===== src/rtl/hdlc_rx_pkg.sv =====
package hdlc_rx_pkg;
  typedef enum logic [1:0] {
    TAG_MID     = 2'd0,
    TAG_FIRST   = 2'd1,
    TAG_END_OK  = 2'd2,
    TAG_END_BAD = 2'd3
  } rx_tag_e;

  localparam logic [15:0] CRC_POLY_REFL = 16'h8408;
  localparam logic [15:0] CRC_SEED      = 16'hFFFF;
  localparam logic [15:0] CRC_GOOD      = 16'hF0B8;
  // the two trailing FCS bytes plus one data byte stay held back;
  // this also keeps both address bytes visible before the first write
  localparam int HOLD_BYTES = 3;

  function automatic logic [15:0] crc_step_byte(input logic [15:0] c, input logic [7:0] d);
    logic [15:0] r;
    r = c;
    for (int i = 0; i < 8; i++) begin
      if (r[0] ^ d[i]) r = (r >> 1) ^ CRC_POLY_REFL;
      else             r = r >> 1;
    end
    return r;
  endfunction
endpackage


===== src/rtl/hdlc_rx_deframer.sv =====
module hdlc_rx_deframer #(
  parameter int MIN_BYTES = 4
) (
  input  logic       clk,
  input  logic       rst_n,
  input  logic       bit_en,
  input  logic       bit_in,
  output logic       byte_stb,
  output logic [7:0] byte_data,
  output logic       end_stb,
  output logic       end_judge,
  output logic       end_abort,
  output logic       end_len_ok
);
  localparam int BC_W = $clog2(MIN_BYTES + 1);

  logic [2:0]      ones;
  logic            hunting;
  logic [2:0]      bitcnt;
  logic [BC_W-1:0] bytecnt;
  logic [7:0]      shreg;

  logic is_flag, is_abort, is_stuff, aligned, nonempty;
  logic [7:0] next_sh;

  always_comb begin
    is_flag  = !bit_in && (ones == 3'd6);
    is_abort =  bit_in && (ones == 3'd6);
    is_stuff = !bit_in && (ones == 3'd5);
    aligned  = (bitcnt == 3'd7);           // seven flag bits already counted
    nonempty = !(aligned && bytecnt == '0);
    next_sh  = {bit_in, shreg[7:1]};
  end

  always_ff @(posedge clk or negedge rst_n) begin
    if (!rst_n) begin
      ones       <= '0;
      hunting    <= 1'b1;
      bitcnt     <= '0;
      bytecnt    <= '0;
      shreg      <= '0;
      byte_stb   <= 1'b0;
      byte_data  <= '0;
      end_stb    <= 1'b0;
      end_judge  <= 1'b0;
      end_abort  <= 1'b0;
      end_len_ok <= 1'b0;
    end else begin
      byte_stb <= 1'b0;
      end_stb  <= 1'b0;
      if (bit_en) begin
        if (!bit_in)             ones <= '0;
        else if (ones != 3'd7)   ones <= ones + 3'd1;

        if (is_flag) begin
          end_stb    <= 1'b1;
          end_judge  <= !hunting && nonempty;
          end_abort  <= 1'b0;
          end_len_ok <= aligned && (bytecnt >= BC_W'(MIN_BYTES));
          hunting    <= 1'b0;
          bitcnt     <= '0;
          bytecnt    <= '0;
        end else if (is_abort) begin
          if (!hunting) begin
            end_stb    <= 1'b1;
            end_judge  <= (bytecnt != '0);
            end_abort  <= 1'b1;
            end_len_ok <= 1'b0;
          end
          hunting <= 1'b1;
        end else if (!hunting && !is_stuff) begin
          shreg  <= next_sh;
          bitcnt <= bitcnt + 3'd1;
          if (bitcnt == 3'd7) begin
            byte_stb  <= 1'b1;
            byte_data <= next_sh;
            if (bytecnt != BC_W'(MIN_BYTES)) bytecnt <= bytecnt + BC_W'(1);
          end
        end
      end
    end
  end

  AST_STB_EXCL: assert property (@(posedge clk) disable iff (!rst_n)
    !(byte_stb && end_stb));
  AST_STB_GATED: assert property (@(posedge clk) disable iff (!rst_n)
    byte_stb |-> $past(bit_en));
endmodule


===== src/rtl/hdlc_rx_fcs_check.sv =====
module hdlc_rx_fcs_check
  import hdlc_rx_pkg::*;
(
  input  logic        clk,
  input  logic        rst_n,
  input  logic        clear,
  input  logic        byte_stb,
  input  logic [7:0]  byte_data,
  output logic [15:0] crc
);
  always_ff @(posedge clk or negedge rst_n) begin
    if (!rst_n)        crc <= CRC_SEED;
    else if (clear)    crc <= CRC_SEED;
    else if (byte_stb) crc <= crc_step_byte(crc, byte_data);
  end

  AST_CRC_RESTART: assert property (@(posedge clk) disable iff (!rst_n)
    clear |=> (crc == CRC_SEED));
endmodule


===== src/rtl/hdlc_rx_frame_ctl.sv =====
module hdlc_rx_frame_ctl
  import hdlc_rx_pkg::*;
(
  input  logic        clk,
  input  logic        rst_n,
  input  logic        byte_stb,
  input  logic [7:0]  byte_data,
  input  logic        end_stb,
  input  logic        end_judge,
  input  logic        end_abort,
  input  logic        end_len_ok,
  input  logic [15:0] crc,
  input  logic        addr_en,
  input  logic        addr_dual,
  input  logic [7:0]  addr_lo,
  input  logic [7:0]  addr_hi,
  output logic        wr_valid,
  output logic [7:0]  wr_data,
  output logic [1:0]  wr_tag,
  output logic [15:0] rx_fcs,
  output logic        eop_evt,
  output logic        bad_evt
);
  localparam int HC_W = $clog2(HOLD_BYTES + 1);

  logic [7:0]      hold [HOLD_BYTES];
  logic [HC_W-1:0] hcnt;
  logic            started, rejected;
  logic            addr_ok, frame_good;
  logic [7:0]      b_first, b_second;

  always_comb begin
    b_first  = hold[HOLD_BYTES-1];
    b_second = hold[HOLD_BYTES-2];
    if (!addr_en)       addr_ok = 1'b1;
    else if (addr_dual) addr_ok = (b_first == addr_lo && b_second == addr_hi) ||
                                  (b_first == 8'hFF && b_second == 8'hFF);
    else                addr_ok = (b_first == addr_lo) || (b_first == 8'hFF);
    frame_good = !end_abort && end_len_ok && (crc == CRC_GOOD);
  end

  always_ff @(posedge clk or negedge rst_n) begin
    if (!rst_n) begin
      for (int i = 0; i < HOLD_BYTES; i++) hold[i] <= '0;
      hcnt     <= '0;
      started  <= 1'b0;
      rejected <= 1'b0;
      wr_valid <= 1'b0;
      wr_data  <= '0;
      wr_tag   <= TAG_MID;
      rx_fcs   <= '0;
      eop_evt  <= 1'b0;
      bad_evt  <= 1'b0;
    end else begin
      wr_valid <= 1'b0;
      eop_evt  <= 1'b0;
      bad_evt  <= 1'b0;
      if (end_stb) begin
        if (end_judge && !rejected) begin
          if (!end_abort && end_len_ok) rx_fcs <= {hold[0], hold[1]};
          if (frame_good) begin
            eop_evt  <= 1'b1;
            wr_valid <= 1'b1;
            wr_data  <= b_first;
            wr_tag   <= TAG_END_OK;
          end else begin
            bad_evt <= 1'b1;
            if (started) begin
              wr_valid <= 1'b1;
              wr_data  <= b_first;
              wr_tag   <= TAG_END_BAD;
            end
          end
        end
        hcnt     <= '0;
        started  <= 1'b0;
        rejected <= 1'b0;
      end else if (byte_stb) begin
        if (hcnt != HC_W'(HOLD_BYTES)) begin
          hcnt <= hcnt + HC_W'(1);
        end else if (started) begin
          wr_valid <= 1'b1;
          wr_data  <= b_first;
          wr_tag   <= TAG_MID;
        end else if (!rejected) begin
          if (addr_ok) begin
            started  <= 1'b1;
            wr_valid <= 1'b1;
            wr_data  <= b_first;
            wr_tag   <= TAG_FIRST;
          end else begin
            rejected <= 1'b1;
          end
        end
        hold[0] <= byte_data;
        for (int i = 1; i < HOLD_BYTES; i++) hold[i] <= hold[i-1];
      end
    end
  end

  AST_EOP_BAD_EXCL: assert property (@(posedge clk) disable iff (!rst_n)
    !(eop_evt && bad_evt));
  AST_EOP_LAST_TAG: assert property (@(posedge clk) disable iff (!rst_n)
    eop_evt |-> (wr_valid && wr_tag == TAG_END_OK));
  AST_WR_PULSE: assert property (@(posedge clk) disable iff (!rst_n)
    wr_valid |=> !wr_valid);
  AST_REJECT_SILENT: assert property (@(posedge clk) disable iff (!rst_n)
    rejected |-> !wr_valid);
endmodule


===== src/rtl/hdlc_rx_filter.sv =====
module hdlc_rx_filter #(
  parameter int MIN_BYTES = 4,
  parameter int LVL_W     = 6,
  parameter int NF_LEVEL  = 48
) (
  input  logic             clk,
  input  logic             rst_n,
  input  logic             bit_en,
  input  logic             bit_in,
  input  logic             addr_en,
  input  logic             addr_dual,
  input  logic [7:0]       addr_lo,
  input  logic [7:0]       addr_hi,
  input  logic [3:0]       irq_mask,
  input  logic [LVL_W-1:0] fifo_level,
  input  logic             wr_ready,
  output logic             wr_valid,
  output logic [7:0]       wr_data,
  output logic [1:0]       wr_tag,
  output logic [15:0]      rx_fcs,
  output logic             irq_eop,
  output logic             irq_bad,
  output logic             irq_nearly_full,
  output logic             irq_overflow
);
  logic        byte_stb, end_stb, end_judge, end_abort, end_len_ok;
  logic [7:0]  byte_data;
  logic [15:0] crc;
  logic        eop_evt, bad_evt, lost_q;

  hdlc_rx_deframer #(.MIN_BYTES(MIN_BYTES)) u_deframer (
    .clk(clk), .rst_n(rst_n), .bit_en(bit_en), .bit_in(bit_in),
    .byte_stb(byte_stb), .byte_data(byte_data),
    .end_stb(end_stb), .end_judge(end_judge), .end_abort(end_abort),
    .end_len_ok(end_len_ok)
  );

  hdlc_rx_fcs_check u_fcs (
    .clk(clk), .rst_n(rst_n), .clear(end_stb),
    .byte_stb(byte_stb), .byte_data(byte_data), .crc(crc)
  );

  hdlc_rx_frame_ctl u_ctl (
    .clk(clk), .rst_n(rst_n),
    .byte_stb(byte_stb), .byte_data(byte_data),
    .end_stb(end_stb), .end_judge(end_judge), .end_abort(end_abort),
    .end_len_ok(end_len_ok), .crc(crc),
    .addr_en(addr_en), .addr_dual(addr_dual), .addr_lo(addr_lo), .addr_hi(addr_hi),
    .wr_valid(wr_valid), .wr_data(wr_data), .wr_tag(wr_tag), .rx_fcs(rx_fcs),
    .eop_evt(eop_evt), .bad_evt(bad_evt)
  );

  always_ff @(posedge clk or negedge rst_n) begin
    if (!rst_n) lost_q <= 1'b0;
    else        lost_q <= wr_valid && !wr_ready;
  end

  assign irq_eop         = eop_evt && irq_mask[0];
  assign irq_bad         = bad_evt && irq_mask[1];
  assign irq_nearly_full = irq_mask[2] && (fifo_level >= LVL_W'(NF_LEVEL));
  assign irq_overflow    = lost_q && irq_mask[3];

  AST_OVF_CAUSE: assert property (@(posedge clk) disable iff (!rst_n)
    irq_overflow |-> $past(wr_valid && !wr_ready));
  AST_MASK_EOP: assert property (@(posedge clk) disable iff (!rst_n)
    !irq_mask[0] |-> !irq_eop);
endmodule


===== config.mk =====
export PLATFORM = sky130hd
export DESIGN_NAME = hdlc_rx_filter
export DESIGN_NICKNAME = d
export VERILOG_FILES = /design/src/rtl/hdlc_rx_pkg.sv /design/src/rtl/hdlc_rx_deframer.sv /design/src/rtl/hdlc_rx_fcs_check.sv /design/src/rtl/hdlc_rx_frame_ctl.sv /design/src/rtl/hdlc_rx_filter.sv
export SDC_FILE = /design/constraint.sdc
export NUM_CORES = 1
export LEC_CHECK = 0
export CELL_PAD_IN_SITES_DETAIL_PLACEMENT = 1
export CELL_PAD_IN_SITES_GLOBAL_PLACEMENT = 1
export CORE_ASPECT_RATIO = 1.1
export CORE_UTILIZATION = 44
export DETAILED_ROUTE_END_ITERATION = 16
export GPL_TIMING_DRIVEN = 0
export PLACE_DENSITY = 0.83
export RECOVER_POWER = 25
export SETUP_SLACK_MARGIN = 0.3
export SLEW_MARGIN = 20
export SYNTH_ARGS = -nofsm -noshare
export SYNTH_HDL_FRONTEND = slang
export SYNTH_SLANG_ARGS = --single-unit

===== constraint.sdc =====
create_clock -name clk -period 3 [get_ports clk]
set_clock_uncertainty 0.2 [all_clocks]
set_input_delay 0.3 -clock clk [delete_from_list [all_inputs] [get_ports clk]]
set_output_delay 0.3 -clock clk [all_outputs]
set_load 0.01 [all_outputs]

* After elaboration in Yosys (flattened, before gate mapping)
Cells that the tools add are included.
** Storage, ports and cells
- RAM bits :: 0
- Memories :: 0
- Bits in read-only memories :: 0
- Bits in latches :: 0
- Bits of input ports :: 33
- Logic and storage cells :: 218
- Bits in registers :: 105
** Cells by class
- Divide/modulo/power cells :: 0
- Muxes and demuxes :: 101
- Add/sub/neg operators :: 4
- Reduce and logical (&&, ||, !) cells :: 48
- Multiply operators :: 0
- Equal/unequal tests :: 19
- Shifts and indexed selects :: 0
- Bitwise logic cells :: 19
- Order comparisons :: 2
** Operators with widths (count)
- $mux W16 :: 24
- $mux W8 :: 9
- $mux W1 :: 46
- $mux W3 :: 10
- $mux W2 :: 12
- $not A2 Y3 :: 8
- $logic_and A1 B1 Y1 :: 17
- $eq A16 B16 Y1 const B :: 1
- $eq A8 B8 Y1 :: 2
- $eq A8 B8 Y1 const B :: 2
- $reduce_and A3 Y1 :: 4
- $reduce_bool A2 Y1 :: 6
- $reduce_and A2 Y1 :: 5
- $reduce_and A5 Y1 :: 2
- $add A3 B1 Y3 const B :: 3
- $eq A3 B3 Y1 const B :: 3
- $ne A2 B2 Y1 const B :: 4
- $xor A1 B1 Y1 :: 8
- $logic_not A1 Y1 :: 7
- $ge A6 B6 Y1 const B :: 1
- $ne A2 B1 Y1 const B :: 3
- $ne A3 B3 Y1 const B :: 2
- $reduce_and A6 Y1 :: 1
- $reduce_bool A3 Y1 :: 2
- other kinds (8) :: 11

* Logic depth before layout (Yosys ltp)
Gate-level depths: netlist of run 1.
- Depth in word-level cells :: 32
- Mapped depth :: 9

* Modules after synthesis
Synthesis of run 1 repeated with hierarchy kept, for this count alone.
** Unflattened totals
- Cell total of the unflattened synthesis :: 370
- Area total of the unflattened synthesis :: 4973.5 µm²
** Modules (own cells, without submodules)
- hdlc_rx_frame_ctl :: cells an instance 173, area each 2451.1 µm², seq. area each 1426.4 µm², instances 1
- hdlc_rx_deframer :: cells an instance 109, area each 1438.9 µm², seq. area each 752.0 µm², instances 1
- hdlc_rx_fcs_check :: cells an instance 82, area each 1027.2 µm², seq. area each 420.4 µm², instances 1
- hdlc_rx_filter :: cells an instance 6, area each 56.3 µm², seq. area each 25.0 µm², instances 1

* Worst setup path before layout of run 1
No wires, ideal clock.
- Kind :: reg2reg
- Start :: register u_deframer.ones[0]
- End :: register u_deframer.bytecnt[1]
- Slack :: 0.733 ns
- Required time :: 2.675 ns
- Clock period less this slack :: 2.267 ns
- Data arrival time :: 1.942 ns
- Stages on the path, launching flop included :: 9
- Path buffers :: 1
- Path through :: dfrtp_1 > ha_1 > nor2b_1 > o21ai_0 > nand3b_1 > or2_2 > buf_2 > a21oi_2 > mux2_2
** On the way
- Cells in the longest elaborated chain, start to end :: 6
- Elaborated cells between the ends (all ways) :: 13
** Ends and longest elaborated chain
- from (decl) :: line hdlc_rx_deframer.sv:17 : logic [2:0] ones;
- from (signal assigned) :: line hdlc_rx_deframer.sv:53 : else if (ones != 3'd7) ones <= ones + 3'd1;
- $eq A3 B3 Y1 :: line hdlc_rx_deframer.sv:29 : is_stuff = !bit_in && (ones == 3'd5);
- $logic_and A1 B1 Y1 :: line hdlc_rx_deframer.sv:29
- $logic_not A1 Y1 :: line hdlc_rx_deframer.sv:71 : end else if (!hunting && !is_stuff) begin
- $logic_and A1 B1 Y1 :: line hdlc_rx_deframer.sv:71
- $reduce_bool A2 Y1 (no line)
- $reduce_and A5 Y1 (no line)
- to (signal assigned) :: line hdlc_rx_deframer.sv:77 : if (bytecnt != BC_W'(MIN_BYTES)) bytecnt <= bytecnt + BC_W'(1);
- to (decl) :: line hdlc_rx_deframer.sv:20 : logic [BC_W-1:0] bytecnt;
Several ways; a longest one is shown, not always the timed one.
A chain may end at the register's enable or synchronous reset.

* Worst setup path after layout of run 1
Ends and elaborated chain as after synthesis.

==> results by group, run 1 <==
Setup path
  – Setup crit start kind: register
  – FF-to-FF End: u_deframer.bytecnt[1]
  – WS Path Type: register to register
  – Worst setup path start: u_deframer.ones[0]
  – R2R depth: 8
  – R2R setup slack: 0.47 ns
  – Crit. End Element: register
  – Critical Path RT: between 3 and 4 ns
  – Worst reg2reg startpoint: u_deframer.ones[0]
  – Critical path fanouts, max: 10
  – CP arrival: roughly 2.6 ns

Floorplan
  – Initial core utilization: 45.6%
  – Core region area: 10500 um2
  – Die width: 101 um
  – Row cnt: 39
  – Die Ht: about 110 um
  – I/O pins: 64
  – Die area: around 11000 um2

Cells and area
  – Fill cell count: around 1100
  – Final std cells w/o fill: 618
  – Post-route cell area: 5850 um2
  – Nets: 514
  – Multi-input gate area in the final layout: between 2000 and 2500 um2
  – Layout cell share with drive strength beyond 1: around 23%
  – Area Growth Syn to Fin: 22.3%
  – Diode count: 0
  – FF/Latch Area: ~2600 um2
  – Util after Layout: between 50% and 60%

Routing
  – DRC violations left: 0
  – Detail Route Antenna Nets: 0
  – Starting DRT DRC Count: 76
  – 1st-pass router iterations: 4
  – DRT Wirelength: between 10000 and 15000 um
  – Via/cell ratio: about 5.2
  – Via count: 3223
  – Routed len/inst: around 18 um

Flow run
  – Max Cap Viol: 0

Synth
  – Ys flop type: dfrtp_1
  – Distinct cells, synth: slightly above 50
  – Register area share after synthesis: about 55%
  – Synth Register Bits: around 100
  – Leading area contributor after synthesis: dfrtp_1
  – Fraction of registers with async set/reset: between 90% and 100%
  – Top-count cell post-synth: dfrtp_1
  – Synth area leaders: dfrtp_1 (46%), mux2_2 (12%), dfstp_2 (9.3%)
  – Mapped Cells: 400
  – Synth top area share: between 40% and 50%
  – Most frequent cells after synthesis: dfrtp_1 (87), nand2_1 (65), mux2_2 (49), xor2_1 (26), o21ai_0 (24)
  – Synth Cell Area: 4780 um2
  – Syn_area_per_cell: 12.0 um2
  – Number of synthesized flops with an enable pin: 0
  – Syn Nets: 442
  – Yosys warns: 0

Outcome
  – Status: finished, final reports clean

Global route
  – Initial antenna violation count: 0
  – Number of global-route vias before repair: ~3600
  – All-Layer GR Usage: a little over a fifth
  – First-pass GRT wire length: between 15000 and 20000 um
  – Largest net degree at the start of global routing: 60
  – Total grt overflow: 0

Power
  – Clock network power share: roughly a quarter
  – Max VDD drop: 0.000377 V
  – Cell-internal power: approximately 3.2 mW
  – Comb pwr share: between 20 and 30%
  – Switch share: between 30% and 40%
  – Power Density: slightly above 800 nW/um2
  – Net Sw Power: around 1.6 mW
  – Pleak: approximately 2.7 nW
  – Sequential Power Share: 47.0%

Clock tree
  – Clock sink count: ~100
  – Total CTS buffers: 9
  – Clk buf depth: 2
  – Postcts setup bufs: 0
  – H-Tree Depth: 3
  – Clock root cell: clkbuf_16
  – Worst skew pair latency: around 0.34 ns
  – CTS tree: built
  – Clk slew on worst S/H paths: roughly 0.070 ns
  – Post-CTS sizing: 0

Timing
  – Rel. slew slack: about a quarter
  – Fin. Hold Viols: 0
  – Fin. max-slew vios: 0
  – Final Critical Period: ~2.5 ns
  – Final setup viols: 0
  – Least-Margin Pin Slew: ~1.1 ns
  – Fin Hold WS: 0.272 ns
  – Final worst-path cycle share: 84.4%
  – Achievable frequency: about 400 MHz
  – RSZ-0062 raised after global routing: false

Hold path
  – Hold WC Path Type: register to register
  – WHS Path Cells: 2
  – Hold Crit Endpoint: u_deframer.end_len_ok
  – Hold Startpoint: u_deframer.end_len_ok

Placement
  – Port Buffers: 59
  – Post-DP Area: 5580 um2
  – Gpl congestion: about 0.86
  – HPWL Detailed: 8100 um
  – Cells after DPL: around 600
==> through the flow <==
step	setup slack, ns	TNS [ns]	power [mW]
after floorplan	0.733	0	3.22
after global placement	-2.45	-232.49	3.56
after detailed placement	0.354	0	3.68
after CTS	0.440	0	4.85
after global routing	0.211	0	5.10
final	0.469	0	4.81
==> power groups by stage <==
stage	Sequential, mW	Combinational, mW	Clock [mW]
2_1_floorplan	2.13	1.10	0
4_1_cts	2.26	1.42	1.17
3_3_place_gp	2.25	1.31	0
6_report	2.26	1.40	1.15
3_5_place_dp	2.28	1.39	0
5_1_grt	2.31	1.57	1.22
==> cells by family after synthesis <==
| family | after synthesis | share of synthesized area, % |
|---|---|---|
| compound gates | 44 | 6.02 |
| xor+xnor | 41 | 7.51 |
| fa+ha+maj | 9 | 2.35 |
| buf+inv | 28 | 2.41 |
| flops | 104 | 54.8 |
| mux | 63 | 15.3 |
| simple gates | 111 | 11.6 |
==> how the worst max path moves through the flow <==
stage	end	slack, ns
2_1_floorplan	u_deframer.bytecnt[1]	0.73
3_5_place_dp	u_deframer.bytecnt[1]	0.35
3_3_place_gp	u_ctl.rx_fcs[10]	-2.45
5_1_grt	u_ctl.b_second[4]	0.21
4_1_cts	u_deframer.bytecnt[1]	0.44
6_report	u_deframer.bytecnt[1]	0.47
==> cell type report <==
type / count / area share (%)
repair buffers: 61 / 10.3
well taps: 143 / 3.06
clock inverters: 5 / 1.03
flip-flops and latches: 104 / 44.8
plain buffers: 11 / 0.877
clock buffers: 9 / 3.85
multi-input cells: 268 / 35.0
inverters: 17 / 1.09
==> state kept, by name (all words and copies together) (netlist names), 7 cells and up <==
name / count
u_fcs.crc: 16
u_deframer.byte_data: 8
u_ctl.hold: 8
u_ctl.wr_data: 8
u_ctl.b_second: 8
u_deframer.shreg: 7
u_ctl.rx_fcs: 16
u_ctl.b_first: 8
==> placed cells by master (no fill, tap or decap), drive strengths merged, types with 4 or more instances in the layout <==
| cell type | n |
|---|---|
| xnor2 | 15 |
| and2 | 4 |
| xor2 | 26 |
| mux2i | 6 |
| nand2 | 66 |
| a21oi | 4 |
| clkinv | 5 |
| dfstp | 17 |
| nor2b | 4 |
| o21ai | 25 |
| inv | 15 |
| clkbuf | 19 |
| ha | 9 |
| clkdlybuf4s50 | 58 |
| dfrtp | 87 |
| nand4 | 5 |
| nor2 | 8 |
| nand3 | 7 |
| mux2 | 57 |
| nor4 | 5 |
==> worst max-delay path: stages, from the launching register on <==
cell,delay (ns)
dfrtp_1,0.41
inv_1,0.09
ha_1,0.24
o21ai_0,0.17
nand3b_1,0.23
or2_2,0.36
buf_2,0.20
a21oi_2,0.18
mux2_2,0.35
==> per-layer routing <==
layer / part of all wire, % / vias up / global-route usage, %
met5: 0 / - / 0
met4: 2.1 / 0 / 8.21
met3: 3.4 / 14 / 3.14
met2: 53 / 63 / 38.0
met1: 42 / 1640 / 26.6
li1: - / 1506 / -
==> repair_timing <==
item / 4_1_cts / 5_1_grt
hold endpoints to repair: 28 / 0
hold buffers: 1 / 0
endpoints found under the setup margin: 0 / 0
Power figures use the tool's default switching activity.
==> run 2, diff against run 1 <==
==> constraint.sdc (replaced) <==
create_clock -name clk -period 2.55 [get_ports clk]
set_clock_uncertainty 0.2 [all_clocks]
set_input_delay 0.255 -clock clk [delete_from_list [all_inputs] [get_ports clk]]
set_output_delay 0.255 -clock clk [all_outputs]
set_load 0.01 [all_outputs]
==> run 2 against run 1 <==
- hold slack lost 0.015 ns
- clock power grew 17%
- critical path type unchanged
- critical path depth shrank 1
- largest cell class unchanged
- worst setup slack lost 0.16 ns
- sequential power grew 17%
- via count grew 1.4%
- clock-buffer cell count is the same
- highest routed layer unchanged
- register-to-register slack lost 0.16 ns
==> results by group, run 2 (same netlist as run 1, synthesis figures left out) <==
Outcome
  – Status: finished, final reports clean

Cells and area
  – Fill cell count: 1096 (+0.091%)
  – Util after Layout: 57.0% (+1.2 points)
  – Multi-input gate area in the final layout: 2080 um2 (+1.9%)
  – Diode count: 0 (unchanged)
  – Area Growth Syn to Fin: 24.9%
  – Most frequent cells in the layout: dfrtp_1 (86), nand2_1 (65), clkdlybuf4s50_1 (58)
  – Most common cell after layout, fill and taps aside: dfrtp_1
  – Top flop regs: u_ctl.rx_fcs (16), u_fcs.crc (16)
  – FF/Latch Area: 2630 um2 (about the same)
  – Layout cell share with drive strength beyond 1: 25.3% (+2.7 points)
  – Nets: 520 (+1.2%)

Floorplan
  – Die width: 101 um (unchanged)
  – Row cnt: 39 (unchanged)
  – Core region area: 10500 um2 (unchanged)
  – Initial core utilization: 45.6% (unchanged)
  – I/O pins: 64 (unchanged)
  – Die Ht: 111 um (unchanged)
  – Die area: 11300 um2 (unchanged)

Placement
  – Port Buffers: 59 (unchanged)
  – HPWL Detailed: 8010 um (-1.2%)
  – Gpl congestion: 0.861 (-0.12%)

Power
  – Overall Power: 5.70 mW (+18%)
  – Pleak: 2.76 nW (+2.2%)
  – Max VDD drop: 0.000502 V (+33%)
  – Sequential Power Share: 46.5% (-0.5 points)
  – Comb pwr share: 29.9% (+0.8 points)
  – Power Density: 953 nW/um2 (+16%)
  – Cell-internal power: 3.70 mW (+17%)
  – Switch share: 35.0% (+1.0 points)
  – Clock network power share: 23.7% (-0.3 points)
  – Net Sw Power: 2.00 mW (+22%)

Timing
  – Fin. Hold Viols: 0 (unchanged)
  – Rel. slew slack: 29.0% (+3.9 points)
  – Fin. max-slew vios: 0 (unchanged)
  – Achievable frequency: 446 MHz (+13%)
  – Fin Hold WS: 0.257 ns (-0.0150 ns)
  – Least-Margin Pin Slew: 1.07 ns (-0.0592 ns)
  – Final setup viols: 0 (unchanged)
  – Final setup TNS: 0 ns (unchanged)
  – RSZ-0062 raised after global routing: true
  – Final worst-path cycle share: 87.9% (+3.5 points)
  – Final Critical Period: 2.24 ns (-0.290 ns)

Clock tree
  – Worst skew pair latency: 0.35 ns (about the same)
  – Clock root cell: clkbuf_16
  – H-Tree Depth: 3 (unchanged)
  – Total CTS buffers: 9 (unchanged)
  – Clk slew on worst S/H paths: 0.08 ns (about the same)
  – CTS tree: built
  – Clock sink count: 104 (unchanged)
  – Clk buf depth: 2 (unchanged)

Setup path
  – Crit path buf inv count: 1 (-1)
  – Crit-path cells: xor2_1, nor4_2, a21boi_2, o22ai_2, a21oi_4, buf_12, mux2_4
  – Critical path fanouts, max: 9 (-1)
  – Setup crit start kind: register
  – CP arrival: 2.28 ns (-0.28 ns)
  – Worst setup path start: u_ctl.b_second[0]
  – WS Path Type: register to register
  – Slowest cell on crit path: dfrtp_2
  – Worst path max stage delay: 0.45 ns (+0.04 ns)
  – Crit. End Element: register
  – CP top delay family: compound AO/OA/AOI/OAI gates
  – Critical Path RT: 2.59 ns (-0.44 ns)
  – Worst reg2reg startpoint: u_ctl.b_second[0]

Routing
  – Detail Route Antenna Nets: 0 (unchanged)
  – Starting DRT DRC Count: 103 (+36%)
  – DRT Wirelength: 11100 um (+0.35%)
  – Routed len/inst: 17.7 um (-0.93%)
  – Via count: 3269 (+1.4%)
  – Via/cell ratio: 5.22 (+0.13%)
  – DRC violations left: 0 (unchanged)
  – 1st-pass router iterations: 4 (unchanged)

Global route
  – All-Layer GR Usage: 21.6% (about the same)
  – Number of global-route vias before repair: 3624 (+1.5%)
  – Largest net degree at the start of global routing: 66 (+10%)
  – Initial antenna violation count: 0 (unchanged)
  – First-pass GRT wire length: 18600 um (+0.18%)
  – Total grt overflow: 0 (unchanged)

Flow run
  – Max Cap Viol: 0 (unchanged)

Hold path
  – Hold Startpoint: wr_ready
  – Hold WC Path Type: input pin to register
## run 2: repair_timing
action	4_1_cts	5_1_grt
hold buffers	1	0
pin swaps	2	5
buffers inserted	5	1
hold endpoints to repair	39	0
resized for setup	5	6
setup endpoints to repair	15	12
## run 2: worst paths after layout
check,to,slack (ns),cells after the start
worst max-delay path,u_ctl.wr_data[0],0.31,7
worst min-delay path,lost_q,0.26,2
worst max register to register,u_ctl.wr_data[0],0.31,7
worst min register to register,u_deframer.end_len_ok,0.29,2
max in group asynchronous,u_ctl.b_second[0],0.86,3
min in group asynchronous,u_ctl.eop_evt,0.44,2
## run 2: layout make-up
| type | count | share of cell area, % |
|---|---|---|
| inverter | 17 | 1.07 |
| clock buffer | 9 | 3.77 |
| multi-input combinational | 268 | 34.9 |
| buffer | 11 | 0.984 |
| tap | 143 | 2.99 |
| sequential | 104 | 43.9 |
| clock inverter | 7 | 1.03 |
| timing repair buffer | 67 | 11.4 |
## run 2: metrics by stage
| step | instances | instance area, um2 | setup WS, ns |
|---|---|---|---|
| 2_1_floorplan | 400 | 4790 | 0.344 |
| 3_3_place_gp | 602 | 5560 | -2.82 |
| 3_5_place_dp | 603 | 5590 | -0.0559 |
| 4_1_cts | 625 | 5950 | 0.279 |
| 5_1_grt | 626 | 5980 | 0.224 |
| 6_report | 626 | 5980 | 0.309 |
## run 2: per-layer routing
layer / wire [um] / track usage (%)
met1: 4630 / 26.2
met2: 5850 / 37.4
met3: 369 / 4.14
met4: 269 / 8.89
met5: 0 / 0
## run 2: power groups by stage
stage	logic (mW)	registers, mW	clock network [mW]
after CTS	1.71	2.65	1.39
final	1.70	2.65	1.35
after global routing	1.88	2.72	1.45
after detailed placement	1.64	2.68	0
after floorplan	1.29	2.50	0
after global placement	1.55	2.65	0
